## src/rtl/usb_nrzi_rx.sv

```systemverilog
module usb_nrzi_rx #(
  parameter int STUFF_RUN = 6,
  parameter int BYTE_W    = 8
) (
  input  logic              clk,
  input  logic              rst_n,
  input  logic              bit_en,
  input  logic [1:0]        line_st,
  output logic [BYTE_W-1:0] rx_data,
  output logic              rx_valid,
  output logic              rx_eop,
  output logic              rx_err,
  output logic              rx_active
);
  localparam int CNT_W  = $clog2(BYTE_W);
  localparam int ONES_W = $clog2(STUFF_RUN + 2);
  localparam logic [1:0] LS_SE0 = 2'b00, LS_J = 2'b01, LS_K = 2'b10, LS_SE1 = 2'b11;

  typedef enum logic [2:0] {S_HUNT, S_SYNC, S_DATA, S_EOP1, S_EOP2} st_t;

  st_t               st;
  logic [1:0]        prev_ls, ref_ls;
  logic [2:0]        sync_idx;
  logic [CNT_W-1:0]  bit_cnt;
  logic [ONES_W-1:0] ones_cnt;
  logic [BYTE_W-1:0] shreg;

  wire             dec_bit   = (line_st == ref_ls);
  wire [1:0]       sync_exp  = (sync_idx == 3'd7 || !sync_idx[0]) ? LS_K : LS_J;
  wire             byte_done = (bit_cnt == CNT_W'(BYTE_W - 1));
  wire             stuff_due = (ones_cnt == ONES_W'(STUFF_RUN));
  wire [BYTE_W-1:0] nxt_sh   = {dec_bit, shreg[BYTE_W-1:1]};

  assign rx_active = (st == S_DATA) || (st == S_EOP1) || (st == S_EOP2);

  always_ff @(posedge clk) begin
    if (!rst_n) begin
      st       <= S_HUNT;
      prev_ls  <= LS_SE0;
      ref_ls   <= LS_J;
      sync_idx <= '0;
      bit_cnt  <= '0;
      ones_cnt <= '0;
      shreg    <= '0;
      rx_data  <= '0;
      rx_valid <= 1'b0;
      rx_eop   <= 1'b0;
      rx_err   <= 1'b0;
    end else begin
      rx_valid <= 1'b0;
      rx_eop   <= 1'b0;
      rx_err   <= 1'b0;
      if (bit_en) begin
        prev_ls <= line_st;
        case (st)
          S_HUNT: begin
            ref_ls <= LS_J;
            if (prev_ls == LS_J && line_st == LS_K) begin
              st       <= S_SYNC;
              sync_idx <= 3'd1;
            end
          end
          S_SYNC: begin
            if (line_st != sync_exp) st <= S_HUNT;
            else if (sync_idx == 3'd7) begin
              st       <= S_DATA;
              ref_ls   <= LS_K;
              ones_cnt <= ONES_W'(1);
              bit_cnt  <= '0;
            end else sync_idx <= sync_idx + 3'd1;
          end
          S_DATA: begin
            if (line_st == LS_SE0) begin
              if (bit_cnt == '0) st <= S_EOP1;
              else begin
                rx_err <= 1'b1;
                st     <= S_HUNT;
              end
            end else if (line_st == LS_SE1) begin
              rx_err <= 1'b1;
              st     <= S_HUNT;
            end else begin
              ref_ls <= line_st;
              if (stuff_due) begin
                if (dec_bit) begin
                  rx_err <= 1'b1;
                  st     <= S_HUNT;
                end else ones_cnt <= '0;
              end else begin
                shreg    <= nxt_sh;
                ones_cnt <= dec_bit ? ones_cnt + ONES_W'(1) : '0;
                bit_cnt  <= byte_done ? '0 : bit_cnt + CNT_W'(1);
                if (byte_done) begin
                  rx_data  <= nxt_sh;
                  rx_valid <= 1'b1;
                end
              end
            end
          end
          S_EOP1: begin
            if (line_st == LS_SE0) st <= S_EOP2;
            else begin
              rx_err <= 1'b1;
              st     <= S_HUNT;
            end
          end
          S_EOP2: begin
            if (line_st == LS_J) rx_eop <= 1'b1;
            else rx_err <= 1'b1;
            st <= S_HUNT;
          end
          default: st <= S_HUNT;
        endcase
      end
    end
  end


  excl_pulse_chk: assert property (@(posedge clk) disable iff (!rst_n)
    $onehot0({rx_valid, rx_eop, rx_err}));


  strobe_src_chk: assert property (@(posedge clk) disable iff (!rst_n)
    (rx_valid || rx_eop || rx_err) |-> $past(bit_en));


  hold_gap_chk: assert property (@(posedge clk) disable iff (!rst_n)
    !bit_en |=> $stable(bit_cnt) && $stable(st));


  run_limit_chk: assert property (@(posedge clk) disable iff (!rst_n)
    ones_cnt <= ONES_W'(STUFF_RUN));


  end_hunt_chk: assert property (@(posedge clk) disable iff (!rst_n)
    (rx_eop || rx_err) |-> (st == S_HUNT) && !rx_active);


  valid_active_chk: assert property (@(posedge clk) disable iff (!rst_n)
    rx_valid |-> rx_active);
endmodule

```

## config.mk

```make
export PLATFORM = sky130hd
export DESIGN_NAME = usb_nrzi_rx
export DESIGN_NICKNAME = d
export VERILOG_FILES = /design/src/rtl/usb_nrzi_rx.sv
export SDC_FILE = /design/constraint.sdc
export NUM_CORES = 1
export LEC_CHECK = 0
export BUFFER_PORTS_ARGS = -buffer_cell sky130_fd_sc_hd__buf_2
export CORE_ASPECT_RATIO = 1.5
export CORE_MARGIN = 2
export CORE_UTILIZATION = 45
export DETAILED_ROUTE_END_ITERATION = 6
export SETUP_SLACK_MARGIN = 0.05
export SLEW_MARGIN = 25
export SYNTH_ARGS = -nofsm -noshare
export SYNTH_HDL_FRONTEND = slang
export SYNTH_SLANG_ARGS = --single-unit
```

## constraint.sdc

```tcl
create_clock -name clk -period 2.6 [get_ports clk]
set_input_delay 0.26 -clock clk [delete_from_list [all_inputs] [get_ports clk]]
set_output_delay 0.26 -clock clk [all_outputs]
set_load 0.01 [all_outputs]
```

# Yosys cells after proc, flatten, opt, wreduce, memory -nomap -nowiden
# Index checks and enable logic that the tools add are counted.
# Widths: inputs -> output; s select.
# totals
ff_bits	35
word_cells	109
input_bits	5
# op_classes
muxes	44
n_addsub	3
reduce_logical	21
n_eq_ne	24
bitwise_logic	6
# ops
op	count
$mux 3	23
$pmux 3 s2	3
$reduce_and 5->1	3
$ne 2x2->1 const B	7
$reduce_and 7->1	2
$eq 3x3->1 const B	4
$mux 2	6
$pmux 3 s4	1
$reduce_and 6->1	2
$add 3x1->3 const B	3
$mux 1	9
$ne 4x2->1 const B	2
$eq 3x2->1 const B	2
$logic_not 3->1	2
$ne 3x3->1 const B	2
$not 1->1	6
$pmux 2 s3	1
$reduce_or 6->1	1
$eq 2x1->1 const B	2
$eq 2x2->1 const B	2
$reduce_bool 2->1	2
$eq 3x1->1 const B	1
$logic_or 1x1->1	3
$pmux 1 s3	1
other kinds (8)	8

# Logic depth before layout (Yosys ltp)
# depth
ltp_word	6
ltp_mapped	8
mapped_depth_nobuf	7

# Worst setup path before layout
# No wires, ideal clock.
# synth_timing
path_kind	reg-to-reg
from	register sync_idx[0]
to	register st[2]
path_stages_with_launch	8
path_buffers	0
period_less_slack_ns	1.887
slack_ns	0.713
setup_time_ns	0.123
t_arrival_ns	1.764
cell_sequence	dfxtp_1 -> ha_1 -> ha_1 -> nand2b_1 -> mux2_2 -> nand2b_4 -> o211ai_2 -> mux2_1
# synth_via
elab_chain_len	6
word_cells_on_any_way	9
# synth_lines
element	line_no	rtl
start: declaration	23	logic [2:0] sync_idx;
start signal: assignment	70	end else sync_idx <= sync_idx + 3'd1;
$eq 3x3->1 or $logic_not 1->1 (tied branches)	29, 65	
$logic_or 1x1->1	29	wire [1:0] sync_exp = (sync_idx == 3'd7 || !sync_idx[0]) ? LS_K : LS_J;
$mux 2	29	
$ne 2x2->1	64	if (line_st != sync_exp) st <= S_HUNT;
$ne 3x3->1 (no source line) or $mux 3 (tied branches)	--	
$reduce_and 5->1 (no source line) or $pmux 3 s4 (tied branches)	--	
end signal: assignment	38	st <= S_HUNT;
end signal: assignment	64	
end signal: assignment	66	st <= S_DATA;
end: declaration	21	st_t st;
# Parallel ways exist; a longest one is shown, timed or not.
# A chain may end at the register's enable or synchronous reset.

# Final worst setup path
# Ends and elaborated chain as after synthesis.

==> key figures <==
Global routing
  • Total GRT Usage: 18.4%
  • Largest net degree at the start of global routing: 27
  • Initial antenna violation count: 0
  • Vias in the first global route: 1,454
  • Remaining global-route overflow: 0
  • Global-route wire length before repair: 6.51 mm

Timing
  • Final period util: 78.4%
  • Setup TNS: 0 ns
  • Worst-case clock skew: 0.00291 ns
  • Setup-failing EPs final: 0
  • Max_slew headroom: 68.3%
  • Fmax: 491 MHz
  • RSZ-0062 raised after global routing: no
  • Tightest Pin Transition: 0.474 ns
  • Number of failing hold endpoints at the final stage: 0
  • Final Critical Period: 2.04 ns
  • Worst Hold Slack: 0.308 ns
  • Final number of max-transition violations: 0

Worst hold path
  • Worst hold start: rst_n
  • Worst Hold End: ref_ls[0]
  • Hold path depth: 2
  • HP Class: in2reg

CTS
  • Worst-skew pair later-pin latency: 0.28 ns
  • Maximum clock path buffer count: 2
  • Number of buffers added by the clock tree synthesis step: 5
  • Clock tree from TritonCTS: built
  • Maximum level of the CTS H-tree: 2
  • Number of buffers inserted by post-CTS setup repair: 0
  • Hold Buf Count CTS: 0
  • TritonCTS Sinks: 34
  • Number of gates resized after CTS: 0
  • Clock transition at the register clock pins on the worst setup and hold paths after CTS: 0.07 ns
  • Master cell of the clock root buffer: sky130_fd_sc_hd__clkbuf_8

Worst setup path
  • Reg-to-Reg Start: sync_idx[0]
  • Number of buffer and inverter instances along the worst setup path: 0
  • Max FO, Critical Path: 5
  • Slowest stage cell, crit path: sky130_fd_sc_hd__dfxtp_1
  • Worst path max stage delay: 0.38 ns
  • Setup crit start kind: register
  • Most repeated library cell on the critical path: sky130_fd_sc_hd__ha_1
  • Path type of the worst setup path: reg2reg
  • R2R Path End: st[2]
  • Worst-path cell chain: ha_1 > ha_1 > nand2b_1 > mux2_2 > nand2b_4 > o211ai_2 > mux2_1
  • CP Data Arrival Time: 2.21 ns
  • Reg-to-reg setup timing slack: 0.56 ns
  • Critical path endpoint category: register
  • CP Data Required Time: 2.77 ns
  • Depth of the worst register-to-register path: 7
  • Cell family with the largest share of critical-path delay: multiplexers

Routing
  • Via/cell ratio: 5.57
  • Initial DRC count: 38
  • Initial DRT Pass Iterations: 4
  • DRC errors left: 0
  • Final Routed Wirelength: 3.80 mm
  • Routed length per placed instance: 14.1 um
  • Routed Antenna Nets: 0
  • Via Count: 1,499

Cells and area
  • Number of cells in the finished layout apart from fillers: 269
  • Layout overhead on the synthesized area: 10.1%
  • Antenna Cells: 0
  • Post-route design area: 0.00198 mm^2
  • Fraction of final layout cells with drive strength greater than 1: 15.6%
  • Final net count: 239

Logic synthesis
  • Xor and xnor area share after synthesis: 0.973%
  • Most area-consuming cells after synthesis: sky130_fd_sc_hd__dfxtp_1, sky130_fd_sc_hd__ha_1, sky130_fd_sc_hd__mux2i_1
  • Most frequently used flop master after synthesis: sky130_fd_sc_hd__dfxtp_1
  • Number of enable-type register cells in the synthesized netlist: 0
  • Part of the Yosys area used for sequential elements: 37.8%
  • Most used standard cells in the synthesized netlist: sky130_fd_sc_hd__dfxtp_1, sky130_fd_sc_hd__nor2_1, sky130_fd_sc_hd__nand2_1
  • Number of distinct library cells after synthesis: 50
  • Cell count after synthesis: 207
  • Synthesis-stage register bit count: 34
  • Simple-gate share of the synthesized area: 25.2%
  • Most numerous cell in the Yosys netlist: sky130_fd_sc_hd__dfxtp_1
  • Mux cell area share after synthesis: 7.37%
  • Adder-cell share of the synthesized area: 7.64%
  • Mapped Nets: 223
  • Largest family of logic cells by synthesized area: simple AND/OR/NAND/NOR gates
  • Share of async-settable or async-resettable flops after synthesis: 0%
  • Yosys top cell area share: 37.8%
  • Average size of a mapped cell: 8.70 um^2
  • Cell type with the largest total area after synthesis: sky130_fd_sc_hd__dfxtp_1
  • YS warnings: 0
  • Cell area after technology mapping: 0.00180 mm^2
  • Synthesized-area fraction occupied by ao, oa, aoi and oai cells: 15.2%

Die
  • Die Ht: 81.5 um
  • Placeable core region: 0.00389 mm^2
  • Die outline area: 0.00453 mm^2
  • Die outline width: 55.6 um
  • Initial Util: 46.3%
  • Number of cell rows: 28
  • Boundary Pins: 17

Pwr
  • P_leak: 0.810 nW
  • Highest ir drop seen on vdd: 0.377 mV
  • Power density of the placed cells: 525 mW/mm^2

Place
  • # port buffers: 16
  • Placed cell count: 261
  • Half-perimeter wire length after detailed placement: 2.80 mm
  • GPL Wtd Cong: 0.847
  • Post-place instance area: 0.00189 mm^2

Flow run
  • # Max-Cap Violations: 0

Outcome
  • Result of the run: complete, no violations
==> power breakdown <==
part | internal, W | switching (W) | leakage (nW)
clock | 0.000214 | 0.000190 | 0.0482
sequential | 0.000528 | 0.00000842 | 0.275
combinational | 0.0000396 | 0.0000624 | 0.487
total | 0.000781 | 0.000261 | 0.810
==> stage by stage <==
step / power, W / setup slack [ns] / utilization, %
floorplan: 0.000623 / 0.713 / -
global placement: 0.000646 / 0.642 / 48.6
detailed placement: 0.000650 / 0.566 / 48.6
CTS: 0.00105 / 0.557 / 51.0
global route: 0.00109 / 0.456 / 51.0
finish: 0.00104 / 0.561 / 51.0
==> sequential cells by signal, indices dropped and copies added (netlist names) <==
register and flops:
bit_cnt 3, ones_cnt 3, prev_ls 2, ref_ls 2, rx_data 8, rx_eop 1, rx_err 1, rx_valid 1
shreg 7, st 3, sync_idx 3
==> layout make-up <==
cell class,count,area (um^2)
Timing Repair Buffer,19,103
Fill cell,376,1910
Clock buffer,7,86.3
Tap cell,45,56.3
Clock inverter,1,5.00
Inverter,10,37.5
Multi-Input combinational cell,153,1010
Sequential cell,34,681
==> logic make-up (layout without fill, tap and decap cells) <==
logic type	count (synthesis)	after routing
flops	34	34
buf+inv	20	37
mux	13	13
simple gates	83	83
fa+ha+maj	11	11
compound gates	44	44
xor+xnor	2	2
==> how the worst max path moves through the flow <==
stage,start,end,slack (ns),cells after the start
detailed placement,sync_idx[0],st[2],0.57,7
CTS,sync_idx[0],st[2],0.56,7
global placement,sync_idx[0],st[2],0.64,7
finish,sync_idx[0],st[2],0.56,7
floorplan,sync_idx[0],st[2],0.71,7
global route,sync_idx[0],st[2],0.46,7
==> worst register-to-register path, stage by stage (launching register included) <==
cell,delay [ns]
sky130_fd_sc_hd__dfxtp_1,0.38
sky130_fd_sc_hd__ha_1,0.17
sky130_fd_sc_hd__ha_1,0.25
sky130_fd_sc_hd__nand2b_1,0.14
sky130_fd_sc_hd__mux2_2,0.34
sky130_fd_sc_hd__nand2b_4,0.16
sky130_fd_sc_hd__o211ai_2,0.17
sky130_fd_sc_hd__mux2_1,0.33
==> layer usage <==
layer  part of all wire (%)  vias up  routed length, um  track usage (%)
met1                     42      701               1580             18.4
met5                      0        -                  0                0
met3                    2.9       11                109             4.88
met2                     53       31               2000             34.6
met4                    2.9        0                111             10.0
li1                       -      756                  -                -
==> placed cells by master (no fill, tap or decap), types with 2 or more instances in the layout <==
| cell | synthesis | routed |
|---|---|---|
| sky130_fd_sc_hd__a211oi_1 | 3 | 3 |
| sky130_fd_sc_hd__a21oi_1 | 17 | 17 |
| sky130_fd_sc_hd__a22oi_1 | 2 | 2 |
| sky130_fd_sc_hd__a31oi_1 | 2 | 2 |
| sky130_fd_sc_hd__and2_1 | 2 | 2 |
| sky130_fd_sc_hd__and3_1 | 3 | 3 |
| sky130_fd_sc_hd__buf_2 | 3 | 16 |
| sky130_fd_sc_hd__buf_4 | 1 | 3 |
| sky130_fd_sc_hd__clkbuf_8 | 0 | 6 |
| sky130_fd_sc_hd__dfxtp_1 | 34 | 34 |
| sky130_fd_sc_hd__ha_1 | 11 | 11 |
| sky130_fd_sc_hd__inv_1 | 8 | 8 |
| sky130_fd_sc_hd__mux2i_1 | 11 | 11 |
| sky130_fd_sc_hd__nand2_1 | 19 | 19 |
| sky130_fd_sc_hd__nand2b_1 | 4 | 4 |
| sky130_fd_sc_hd__nand2b_4 | 2 | 2 |
| sky130_fd_sc_hd__nand3_1 | 12 | 12 |
| sky130_fd_sc_hd__nor2_1 | 23 | 23 |
| sky130_fd_sc_hd__nor3_1 | 2 | 2 |
| sky130_fd_sc_hd__o21ai_0 | 8 | 8 |
| sky130_fd_sc_hd__o22ai_1 | 4 | 4 |
| sky130_fd_sc_hd__or2_1 | 2 | 2 |
| sky130_fd_sc_hd__xnor2_1 | 2 | 2 |
No activity file was read; power rests on OpenSTA's default activity.
